### src/rtl/frac_div_pkg.sv
package frac_div_pkg;

    typedef enum logic [1:0] {
        MODE_INT      = 2'd0,
        MODE_SDM      = 2'd1,
        MODE_RESTRICT = 2'd2
    } div_mode_e;

    // Ratios accepted while the restricted mode is selected
    function automatic logic restricted_ratio_ok(input logic [7:0] n);
        return (n == 8'd1) || (n == 8'd2) || (n == 8'd4);
    endfunction

    // Smallest integer part the modulator is allowed to work with
    localparam int SDM_MIN_N = 4;

endpackage

### src/rtl/frac_div_cfg_check.sv
module frac_div_cfg_check
    import frac_div_pkg::*;
#(
    parameter int INT_W = 6,
    parameter int MOD_W = 8,
    parameter int SEL_W = 4
) (
    input  logic [INT_W-1:0]        n_in,
    input  logic signed [MOD_W:0]   f_in,
    input  logic [MOD_W-1:0]        m_in,
    input  logic                    sdm_req,
    input  logic [SEL_W-1:0]        code_a,
    input  logic [SEL_W-1:0]        code_b,
    output div_mode_e               mode,
    output logic                    bad_cfg
);
    logic [MOD_W:0] abs_f;
    logic           frac_bad;
    logic           n_small;
    logic           restricted;
    logic [7:0]     n_wide;

    always_comb begin
        abs_f      = f_in[MOD_W] ? (~f_in + 1'b1) : f_in;
        frac_bad   = abs_f >= {1'b0, m_in};
        n_small    = n_in < INT_W'(SDM_MIN_N);
        restricted = (&code_a) | (&code_b);
        n_wide     = 8'(n_in);

        if (restricted) begin
            mode    = MODE_RESTRICT;
            bad_cfg = !restricted_ratio_ok(n_wide);
        end else if (sdm_req && !frac_bad && !n_small) begin
            mode    = MODE_SDM;
            bad_cfg = 1'b0;
        end else begin
            mode    = MODE_INT;
            bad_cfg = (n_in == '0) || (sdm_req && (frac_bad || n_small));
        end
    end
endmodule

### src/rtl/frac_div_prbs.sv
module frac_div_prbs #(
    parameter int PRBS_W = 15,
    parameter int TAP_HI = 14,
    parameter int TAP_LO = 13
) (
    input  logic clk,
    input  logic rst_n,
    input  logic advance,
    output logic rnd_bit
);
    localparam logic [PRBS_W-1:0] SEED = PRBS_W'(1);

    typedef struct packed {
        logic [PRBS_W-1:0] sr;
    } prbs_state_t;

    prbs_state_t st_d, st_q;
    logic [PRBS_W-1:0] shifted;

    always_comb begin
        st_d    = st_q;
        shifted = {st_q.sr[PRBS_W-2:0], st_q.sr[TAP_HI] ^ st_q.sr[TAP_LO]};
        if (advance) begin
            // lock-up guard: the all-zero word would never leave itself
            st_d.sr = (shifted == '0) ? SEED : shifted;
        end
        rnd_bit = st_q.sr[0];
    end

    always_ff @(posedge clk) begin
        if (!rst_n) st_q.sr <= SEED;
        else        st_q    <= st_d;
    end
endmodule

### src/rtl/frac_div_mash.sv
module frac_div_mash #(
    parameter int MOD_W = 8
) (
    input  logic                  clk,
    input  logic                  rst_n,
    input  logic                  step,
    input  logic                  clear,
    input  logic signed [MOD_W:0] f_in,
    input  logic [MOD_W-1:0]      m_in,
    input  logic                  dith,
    output logic signed [2:0]     corr
);
    localparam int ACC_W = MOD_W + 2;

    typedef struct packed {
        logic [ACC_W-1:0] acc1;
        logic [ACC_W-1:0] acc2;
        logic             c2;
    } mash_state_t;

    mash_state_t st_d, st_q;

    logic [ACC_W-1:0]      two_m;
    logic signed [ACC_W:0] inc_s;
    logic [ACC_W-1:0]      inc;
    logic [ACC_W-1:0]      s1, s2, a1n, a2n;
    logic                  c1, c2;

    always_comb begin
        two_m = {1'b0, m_in, 1'b0};
        // one-half offset: stage one adds M + F against a 2M wrap
        inc_s = $signed({3'b000, m_in}) + $signed({{2{f_in[MOD_W]}}, f_in});
        inc   = inc_s[ACC_W-1:0];

        s1  = st_q.acc1 + inc;
        c1  = s1 >= two_m;
        a1n = c1 ? (s1 - two_m) : s1;

        // dither enters stage two, whose carry is differenced away
        s2  = st_q.acc2 + a1n + {{(ACC_W-1){1'b0}}, dith};
        c2  = s2 >= two_m;
        a2n = c2 ? (s2 - two_m) : s2;

        corr = $signed({2'b00, c1}) + $signed({2'b00, c2}) - $signed({2'b00, st_q.c2});

        st_d = st_q;
        if (clear) begin
            st_d = '0;
        end else if (step) begin
            st_d.acc1 = a1n;
            st_d.acc2 = a2n;
            st_d.c2   = c2;
        end
    end

    always_ff @(posedge clk) begin
        if (!rst_n) st_q <= '0;
        else        st_q <= st_d;
    end
endmodule

### src/rtl/frac_div_counter.sv
module frac_div_counter #(
    parameter int CNT_W = 7
) (
    input  logic             clk,
    input  logic             rst_n,
    input  logic [CNT_W-1:0] load,
    output logic             at_end
);
    typedef struct packed {
        logic [CNT_W-1:0] cnt;
    } cnt_state_t;

    cnt_state_t st_d, st_q;

    always_comb begin
        at_end = st_q.cnt == '0;
        st_d   = st_q;
        if (at_end) st_d.cnt = load - 1'b1;
        else        st_d.cnt = st_q.cnt - 1'b1;
    end

    always_ff @(posedge clk) begin
        if (!rst_n) st_q <= '0;
        else        st_q <= st_d;
    end
endmodule

### src/rtl/frac_ref_divider.sv
module frac_ref_divider
    import frac_div_pkg::*;
#(
    parameter int INT_W  = 6,
    parameter int MOD_W  = 8,
    parameter int SEL_W  = 4,
    parameter int PRBS_W = 15
) (
    input  logic                  clk,
    input  logic                  rst_n,
    input  logic [INT_W-1:0]      int_ratio,
    input  logic signed [MOD_W:0] frac_val,
    input  logic [MOD_W-1:0]      modulus,
    input  logic                  sdm_en,
    input  logic                  dither_off,
    input  logic [SEL_W-1:0]      sel_a,
    input  logic [SEL_W-1:0]      sel_b,
    output logic                  div_pulse,
    output logic                  cfg_err
);
    localparam int CNT_W = INT_W + 1;

    typedef struct packed {
        logic pulse;
        logic err;
    } top_state_t;

    top_state_t st_d, st_q;

    div_mode_e             mode;
    logic                  bad_cfg;
    logic                  boundary;
    logic                  sdm_step;
    logic                  sdm_clear;
    logic                  prbs_adv;
    logic                  rnd_bit;
    logic                  dith;
    logic signed [2:0]     corr;
    logic signed [CNT_W:0] sdm_sum;
    logic [CNT_W-1:0]      load;

    frac_div_cfg_check #(.INT_W(INT_W), .MOD_W(MOD_W), .SEL_W(SEL_W)) u_cfg (
        .n_in    (int_ratio),
        .f_in    (frac_val),
        .m_in    (modulus),
        .sdm_req (sdm_en),
        .code_a  (sel_a),
        .code_b  (sel_b),
        .mode    (mode),
        .bad_cfg (bad_cfg)
    );

    frac_div_prbs #(.PRBS_W(PRBS_W), .TAP_HI(PRBS_W-1), .TAP_LO(PRBS_W-2)) u_prbs (
        .clk     (clk),
        .rst_n   (rst_n),
        .advance (prbs_adv),
        .rnd_bit (rnd_bit)
    );

    frac_div_mash #(.MOD_W(MOD_W)) u_mash (
        .clk   (clk),
        .rst_n (rst_n),
        .step  (sdm_step),
        .clear (sdm_clear),
        .f_in  (frac_val),
        .m_in  (modulus),
        .dith  (dith),
        .corr  (corr)
    );

    frac_div_counter #(.CNT_W(CNT_W)) u_cnt (
        .clk    (clk),
        .rst_n  (rst_n),
        .load   (load),
        .at_end (boundary)
    );

    always_comb begin
        sdm_step  = boundary && (mode == MODE_SDM);
        sdm_clear = boundary && (mode != MODE_SDM);
        prbs_adv  = sdm_step && !dither_off;
        dith      = !dither_off && rnd_bit;

        sdm_sum = $signed({2'b00, int_ratio}) + CNT_W'(corr);
        if (mode == MODE_SDM)
            load = sdm_sum[CNT_W-1:0];
        else if (int_ratio == '0)
            load = CNT_W'(1);
        else
            load = {1'b0, int_ratio};

        st_d       = st_q;
        st_d.pulse = boundary;
        if (boundary) st_d.err = bad_cfg;

        div_pulse = st_q.pulse;
        cfg_err   = st_q.err;
    end

    always_ff @(posedge clk) begin
        if (!rst_n) st_q <= '0;
        else        st_q <= st_d;
    end
endmodule

### config.mk
export PLATFORM = sky130hd
export DESIGN_NAME = frac_ref_divider
export DESIGN_NICKNAME = d
export VERILOG_FILES = /design/src/rtl/frac_div_pkg.sv /design/src/rtl/frac_div_cfg_check.sv /design/src/rtl/frac_div_prbs.sv /design/src/rtl/frac_div_mash.sv /design/src/rtl/frac_div_counter.sv /design/src/rtl/frac_ref_divider.sv
export SDC_FILE = /design/constraint.sdc
export NUM_CORES = 1
export LEC_CHECK = 0
export BUFFER_PORTS_ARGS = -buffer_cell sky130_fd_sc_hd__buf_4
export CAP_MARGIN = 10
export CORE_UTILIZATION = 62
export CTS_CLUSTER_SIZE = 30
export DETAILED_ROUTE_END_ITERATION = 6
export HOLD_SLACK_MARGIN = 0.05
export PLACE_DENSITY = 0.88
export RECOVER_POWER = 50
export SLEW_MARGIN = 30
export SYNTH_ARGS = -nofsm -noshare
export SYNTH_HDL_FRONTEND = slang
export SYNTH_SLANG_ARGS = --single-unit
### constraint.sdc
create_clock -name clk -period 13.4 [get_ports clk]
set_input_delay 1.34 -clock clk [delete_from_list [all_inputs] [get_ports clk]]
set_output_delay 1.34 -clock clk [all_outputs]
set_load 0.01 [all_outputs]
==> metrics.md, run 1 <==
| Metric | Value |
|---|---|
| Core ar. | 6910 sq um |
| H-Tree Depth | 2 |
| Synth async-reset ratio | 0% |
| Hold endpoint | u_prbs.st_q[10] |
| Ports | 37 |
| R2r worst-path depth | 45 |
| Final setup violation count | 0 |
| Worst Hold Launch | u_prbs.st_q[9] |
| Die area | 7610 sq um |
| Failing checks | max-capacitance violations, max-slew violations |
| Final count of pins violating max slew | 61 |
| Root Buffer | clkbuf_8 |
| Commonest non-fill, non-tap cell in the layout | ha_1 |
| Max stage delay on crit path | 540 ps |
| Hpwl dp | 8.55 mm |
| Overflow after GRT | 0 |
| Syn Nets | 644 |
| Post-Synthesis Cells | 545 |
| Crit Path Category | primary input to register |
| Die Wd | 87.2 microns |
| Number of global-route vias before repair | 4116 |
| Synth Flop Type | dfxtp_1 |
| Gr usage total | 30.9% |
| Fin crit period | 11580 ps |
| CTS max path bufs | 2 |
| Clock insertion delay at the later pin of the skew report | 310 ps |
| Post-synth cell types | 69 |
| Delay-heaviest family, CP | compound AO/OA/AOI/OAI gates |
| Fillcell total | 567 |
| RSZ-0062 raised after global routing | false |
| Post-synthesis sequential area ratio | 20.0% |
| CTS Hold Bufs | 0 |
| Number of CTS-inserted buffers | 5 |
| Worst-path maximum fanout | 15 |
| DR pass1 iterations | 5 |
| CP Capture Type | register |
| Hold Path Stages | 2 |
| Vias | 4192 |
| Post-synth EDFFs | 0 |
| Critical Path RT | 13600 ps |
| Crit start category | primary input |
| Row count | 30 |
| Post-CTS Resized | 0 |
| WP data arrival | 11780 ps |
| Setup TNS | 0 ps |
| ANT nets after route | 0 |
| Maximum number of pins on one net before global-route repair | 45 |
| CTS tree | yes |
| Min-delay worst type | register to register |
| Slew @ Worst Pin | 1560 ps |
| CP most frequent cell | ha_1 |
| Worst-path clk slew | 90 ps |
| Die H | 87.2 microns |
| Tcrit/Tclk final | 86.4% |
| Routed WL per cell | 16.7 microns |
| Initial antenna violation count | 0 |
| R2R Path End | u_cnt.st_q[6] |
| # port buffers | 36 |
| Clock Sinks | 45 |
| Post-CTS Setup Bufs | 0 |
| Initial Util | 65.2% |
| Register bit count reported by yosys | 45 |
| Syn Std Cell Area | 4500 sq um |
| Synth Warn # | 0 |
| First-pass GRT wire length | 18.6 mm |
| Worst r2r src | u_mash.st_q[12] |
| Layout cell share with drive strength beyond 1 | 10.3% |
| Slew margin rel. | -5.32% |
| GPL Wtd Cong | 0.871 |
| Clk_skew | 14.9 ps |
| R2R setup slack | 2830 ps |
| Worst Path Buf+Inv | 6 |
| Final #Nets | 669 |
| Avg Cell Area, Syn | 8.26 sq um |
| Outcome | finished, violations left |
| Fmax | 86.4 MHz |
| Area Growth Syn to Fin | 8.17% |
| Antenna Cells | 0 |
| Slowest-stage cell, CP | fa_1 |
| DR DRC count | 0 |
| Hold Vio Cnt, Final | 0 |
| WL final | 11.1 mm |
| First DRT Iteration DRCs | 278 |
| Most frequent cells in the layout | 50 x ha_1, 47 x nand2_1, 45 x dfxtp_1 |
| Via/cell ratio | 6.28 |
| Max cap viols | 2 |
-- layer usage --
| layer | vias up | wire [microns] | part of all wire (%) | global-route usage [%] |
|---|---|---|---|---|
| met4 | 0 | 197 | 1.8 | 9.54 |
| li1 | 2022 | - | - | - |
| met3 | 18 | 693 | 6.2 | 3.32 |
| met2 | 163 | 5270 | 47 | 55.5 |
| met5 | - | 0 | 0 | 0 |
| met1 | 1989 | 4970 | 45 | 38.9 |
-- worst register-to-register path, delay by kind of cell, from the launching register on --
family	cells	cell delay [ps]
and+or+nand+nor	10	1960
xor gates and xnor gates	3	390
buffers and inverters	5	280
DFF	1	350
AOI/OAI and AO/OA	18	4210
adders and majority gates	9	3270
-- final cells by class --
type | instances | area (sq um) | share of cell area, %
Inverter | 27 | 101 | 2.08
Tap cell | 96 | 120 | 2.47
Multi-Input combinational cell | 454 | 3390 | 69.6
Clock inverter | 3 | 25.0 | 0.514
Sequential cell | 45 | 901 | 18.5
Clock buffer | 5 | 68.8 | 1.41
Timing Repair Buffer | 37 | 263 | 5.39
-- flip-flops by register name, summed over array words and instances, names as in the netlist --
signal       flops
cfg_err          1
div_pulse        1
u_cnt.st_q       7
u_mash.st_q     21
u_prbs.st_q     15
-- worst max-delay path by stage --
stage / start / to / slack [ps] / depth (start not counted)
finish: modulus[1] / u_cnt.st_q[6] / 1820 / 46
global route: modulus[1] / u_cnt.st_q[6] / 1010 / 44
CTS: modulus[1] / u_cnt.st_q[6] / 2440 / 45
detailed placement: modulus[1] / u_cnt.st_q[6] / 2160 / 45
global placement: modulus[1] / u_cnt.st_q[6] / 2540 / 43
floorplan: modulus[1] / u_cnt.st_q[6] / 3260 / 45
-- synthesized netlist by cell type, drive strengths merged (9+ instances only) --
| cell | count | area [sq um] |
|---|---|---|
| ha | 50 | 626 |
| inv | 27 | 101 |
| o21ai | 44 | 220 |
| a22oi | 9 | 67.6 |
| nor2 | 34 | 130 |
| a21boi | 16 | 120 |
| a21o | 10 | 76.3 |
| and2 | 13 | 82.6 |
| nand3 | 10 | 50.1 |
| nor3 | 11 | 60.1 |
| xor2 | 14 | 123 |
| nand2 | 47 | 176 |
| a21oi | 40 | 204 |
| xnor2 | 28 | 245 |
| clkbuf | 11 | 41.3 |
| fa | 14 | 280 |
| dfxtp | 45 | 901 |
| mux2i | 9 | 90.1 |
| nor2b | 17 | 106 |
-- cell families (layout without fill, tap and decap cells) --
kind of cell,after synthesis,after routing,synth area share [%]
simple gates,168,168,19.1
buf+inv,46,72,4.44
mux,11,11,2.50
xor+xnor,42,42,8.17
flops,45,45,20.0
fa+ha+maj,64,64,20.1
compound gates,169,169,25.6
-- metrics by stage --
| step | worst slack [ps] | hold slack (ps) | instances | utilization (%) | cell area [sq um] |
|---|---|---|---|---|---|
| after CTS | 2440 | 488 | 667 | 70.9 | 4900 |
| after global routing | 1010 | 516 | 667 | 70.5 | 4870 |
| after detailed placement | 2160 | 475 | 659 | 69.5 | 4800 |
| after global placement | 2540 | 463 | 659 | 69.5 | 4800 |
| final | 1820 | 494 | 667 | 70.5 | 4870 |
| after floorplan | 3260 | 450 | 545 | - | 4500 |
Power of run 1 is not shown: default switching activity piles up to over one toggle a cycle in this logic, so the estimate is an artifact.
==> run 2, diff against run 1 <==
Settings changed: CORE_ASPECT_RATIO set to 1.5.
==> run 2 against run 1 <==
  * The flow still finishes with violations (max-capacitance violations, max-slew violations)
  * Critical path depth decreased by 2
  * Hold slack got worse by 3.9 ps
  * Global-route usage decreased by 1.1 points
  * Sequential cell count unchanged
  * Routed wire length increased by 0.41%
  * Setup slack got worse by 18 ps
  * Maximum frequency decreased by 0.15%
  * Via count decreased by 1.9%
  * Clock-buffer cell count unchanged
  * Core utilization decreased by 0.29 points
  * Clock skew decreased by 5.6 ps
  * Register-to-register slack got worse by 130 ps
  * Critical path type unchanged
  * Highest routed layer unchanged
==> metrics.md, run 2 (synthesis results as in run 1) <==
| Metric | Value |
|---|---|
| Post-CTS Resized | 0 (unchanged) |
| Core ar. | 6940 sq um (+0.54%) |
| DR DRC count | 0 (unchanged) |
| Final Util | 70.3% (-0.29 points) |
| Slowest-stage cell, CP | fa_1 |
| Initial antenna violation count | 0 (unchanged) |
| CP most frequent cell | ha_1 |
| R2R Path End | u_cnt.st_q[6] |
| Fillcell total | 584 (+3.0%) |
| GPL Wtd Cong | 0.923 (+6.0%) |
| Max cap viols | 2 (unchanged) |
| Die Wd | 71.6 microns (-18%) |
| Clk_skew | 9.33 ps (-5.60 ps) |
| Max reg flops | 21 (unchanged) |
| Row count | 37 (+23%) |
| Area Growth Syn to Fin | 8.31% |
| Outcome | finished, violations left |
| First-pass GRT wire length | 18.1 mm (-2.7%) |
| Failing checks | max-capacitance violations, max-slew violations |
| Initial Util | 64.9% (-0.35 points) |
| Die H | 106 microns (+22%) |
| Antenna Cells | 0 (unchanged) |
| Setup TNS | 0 ps (unchanged) |
| WP data arrival | 11800 ps (+20 ps) |
| Worst-path maximum fanout | 15 (unchanged) |
| R2r worst-path depth | 43 (-4.4%) |
| RSZ-0062 raised after global routing | false |
| R2R setup slack | 2700 ps (-130 ps) |
| CTS tree | yes |
| CTS Hold Bufs | 0 (unchanged) |
| Most frequent cells in the layout | 50 x ha_1, 47 x nand2_1, 45 x dfxtp_1 |
| Clock insertion delay at the later pin of the skew report | 310 ps (about the same) |
| Hpwl dp | 8.61 mm (+0.66%) |
| CP Capture Type | register |
| Fin crit period | 11600 ps (+17.7 ps) |
| Maximum number of pins on one net before global-route repair | 45 (unchanged) |
| Ports | 37 (unchanged) |
| Crit. Startpoint | modulus[1] |
| Max stage delay on crit path | 540 ps (about the same) |
| Worst-path clk slew | 100 ps (about the same) |
| Biggest regs | u_mash.st_q (21), u_prbs.st_q (15), u_cnt.st_q (7) |
| CTS max path bufs | 2 (unchanged) |
| Overflow after GRT | 0 (unchanged) |
| Min-delay worst type | register to register |
| Critical Path RT | 13600 ps (about the same) |
| Die area | 7620 sq um (about the same) |
| Post-CTS Setup Bufs | 0 (unchanged) |
| Hold Vio Cnt, Final | 0 (unchanged) |
| First DRT Iteration DRCs | 174 (-37%) |
| ANT nets after route | 0 (unchanged) |
| # port buffers | 36 (unchanged) |
| Crit start category | primary input |
| Fmax | 86.2 MHz (-0.15%) |
| Crit Path Category | primary input to register |
| Tcrit/Tclk final | 86.6% (+0.13 points) |
| Routed WL per cell | 17.2 microns (+3.2%) |
| Worst Setup EP | u_cnt.st_q[6] |
| Final setup violation count | 0 (unchanged) |
| Clock Sinks | 45 (unchanged) |
| Number of CTS-inserted buffers | 5 (unchanged) |
| Final count of pins violating max slew | 61 (unchanged) |
| Largest Register | u_mash.st_q |
| Via/cell ratio | 6.34 (+0.81%) |
| WL final | 11.2 mm (+0.41%) |
| Final #Nets | 669 (unchanged) |
| Gr usage total | 29.9% (-1.1 points) |
| Slew margin rel. | -15.2% (-9.9 points) |
| Number of global-route vias before repair | 4210 (+2.3%) |
| Root Buffer | clkbuf_8 |
| Layout cell share with drive strength beyond 1 | 10.5% (+0.18 points) |
| H-Tree Depth | 2 (unchanged) |
| Worst r2r src | u_mash.st_q[12] |
| Vias | 4112 (-1.9%) |
| DR pass1 iterations | 4 (-1) |
| Slew @ Worst Pin | 1730 ps (+165 ps) |
| Commonest non-fill, non-tap cell in the layout | ha_1 |
[run 2: cell types whose count changed in the layout (fill, tap and decap cells not counted)]
cell,change
clkinvlp_4,-1
inv_6,-1
inv_8,+1
bufinv_16,+1
buf_4,+1
clkbuf_1,-1
[run 2: worst min-delay path by stage]
| stage | end | cells after the start | slack (ps) | from |
|---|---|---|---|---|
| 6_report | u_prbs.st_q[4] | 2 | 490 | u_prbs.st_q[3] |
| 4_1_cts | u_prbs.st_q[8] | 2 | 490 | u_prbs.st_q[7] |
| 3_3_place_gp | u_prbs.st_q[13] | 2 | 460 | u_prbs.st_q[12] |
| 3_5_place_dp | u_prbs.st_q[8] | 2 | 480 | u_prbs.st_q[7] |
| 2_1_floorplan | u_mash.st_q[11] | 2 | 450 | u_mash.st_q[11] |
| 5_1_grt | u_prbs.st_q[4] | 2 | 510 | u_prbs.st_q[3] |
[run 2: cell type report]
cell class / instances / area [sq um] / area share (%)
tap: 78 / 97.6 / 2.00
multi-input combinational: 454 / 3390 / 69.6
sequential: 45 / 901 / 18.5
clock inverter: 3 / 50.0 / 1.03
clock buffer: 5 / 68.8 / 1.41
inverter: 27 / 101 / 2.08
timing repair buffer: 37 / 267 / 5.46
[run 2: per-layer routing]
metal | GRT usage [%] | share of wire, %
met4 | 17.8 | 6.1
met1 | 30.9 | 38
met3 | 3.70 | 4.0
met2 | 56.0 | 52
met5 | 0 | 0
[run 2: critical path: cells and delay by family]
family	cells	cell delay, ps
AO/OA/AOI/OAI	17	3910
XOR/XNOR	4	640
adder cells (fa/ha/maj)	9	3530
buffers and inverters	5	400
AND/OR/NAND/NOR	9	1940
[run 2: metrics by stage]
step,hold WS [ps],setup WS [ps],area [sq um],std cells
2_1_floorplan,450,3260,4500,545
3_3_place_gp,462,2580,4780,641
3_5_place_dp,475,2170,4780,641
4_1_cts,492,2370,4900,649
5_1_grt,513,1050,4880,649
6_report,490,1800,4880,649
Power of run 2 is left out for the same reason.
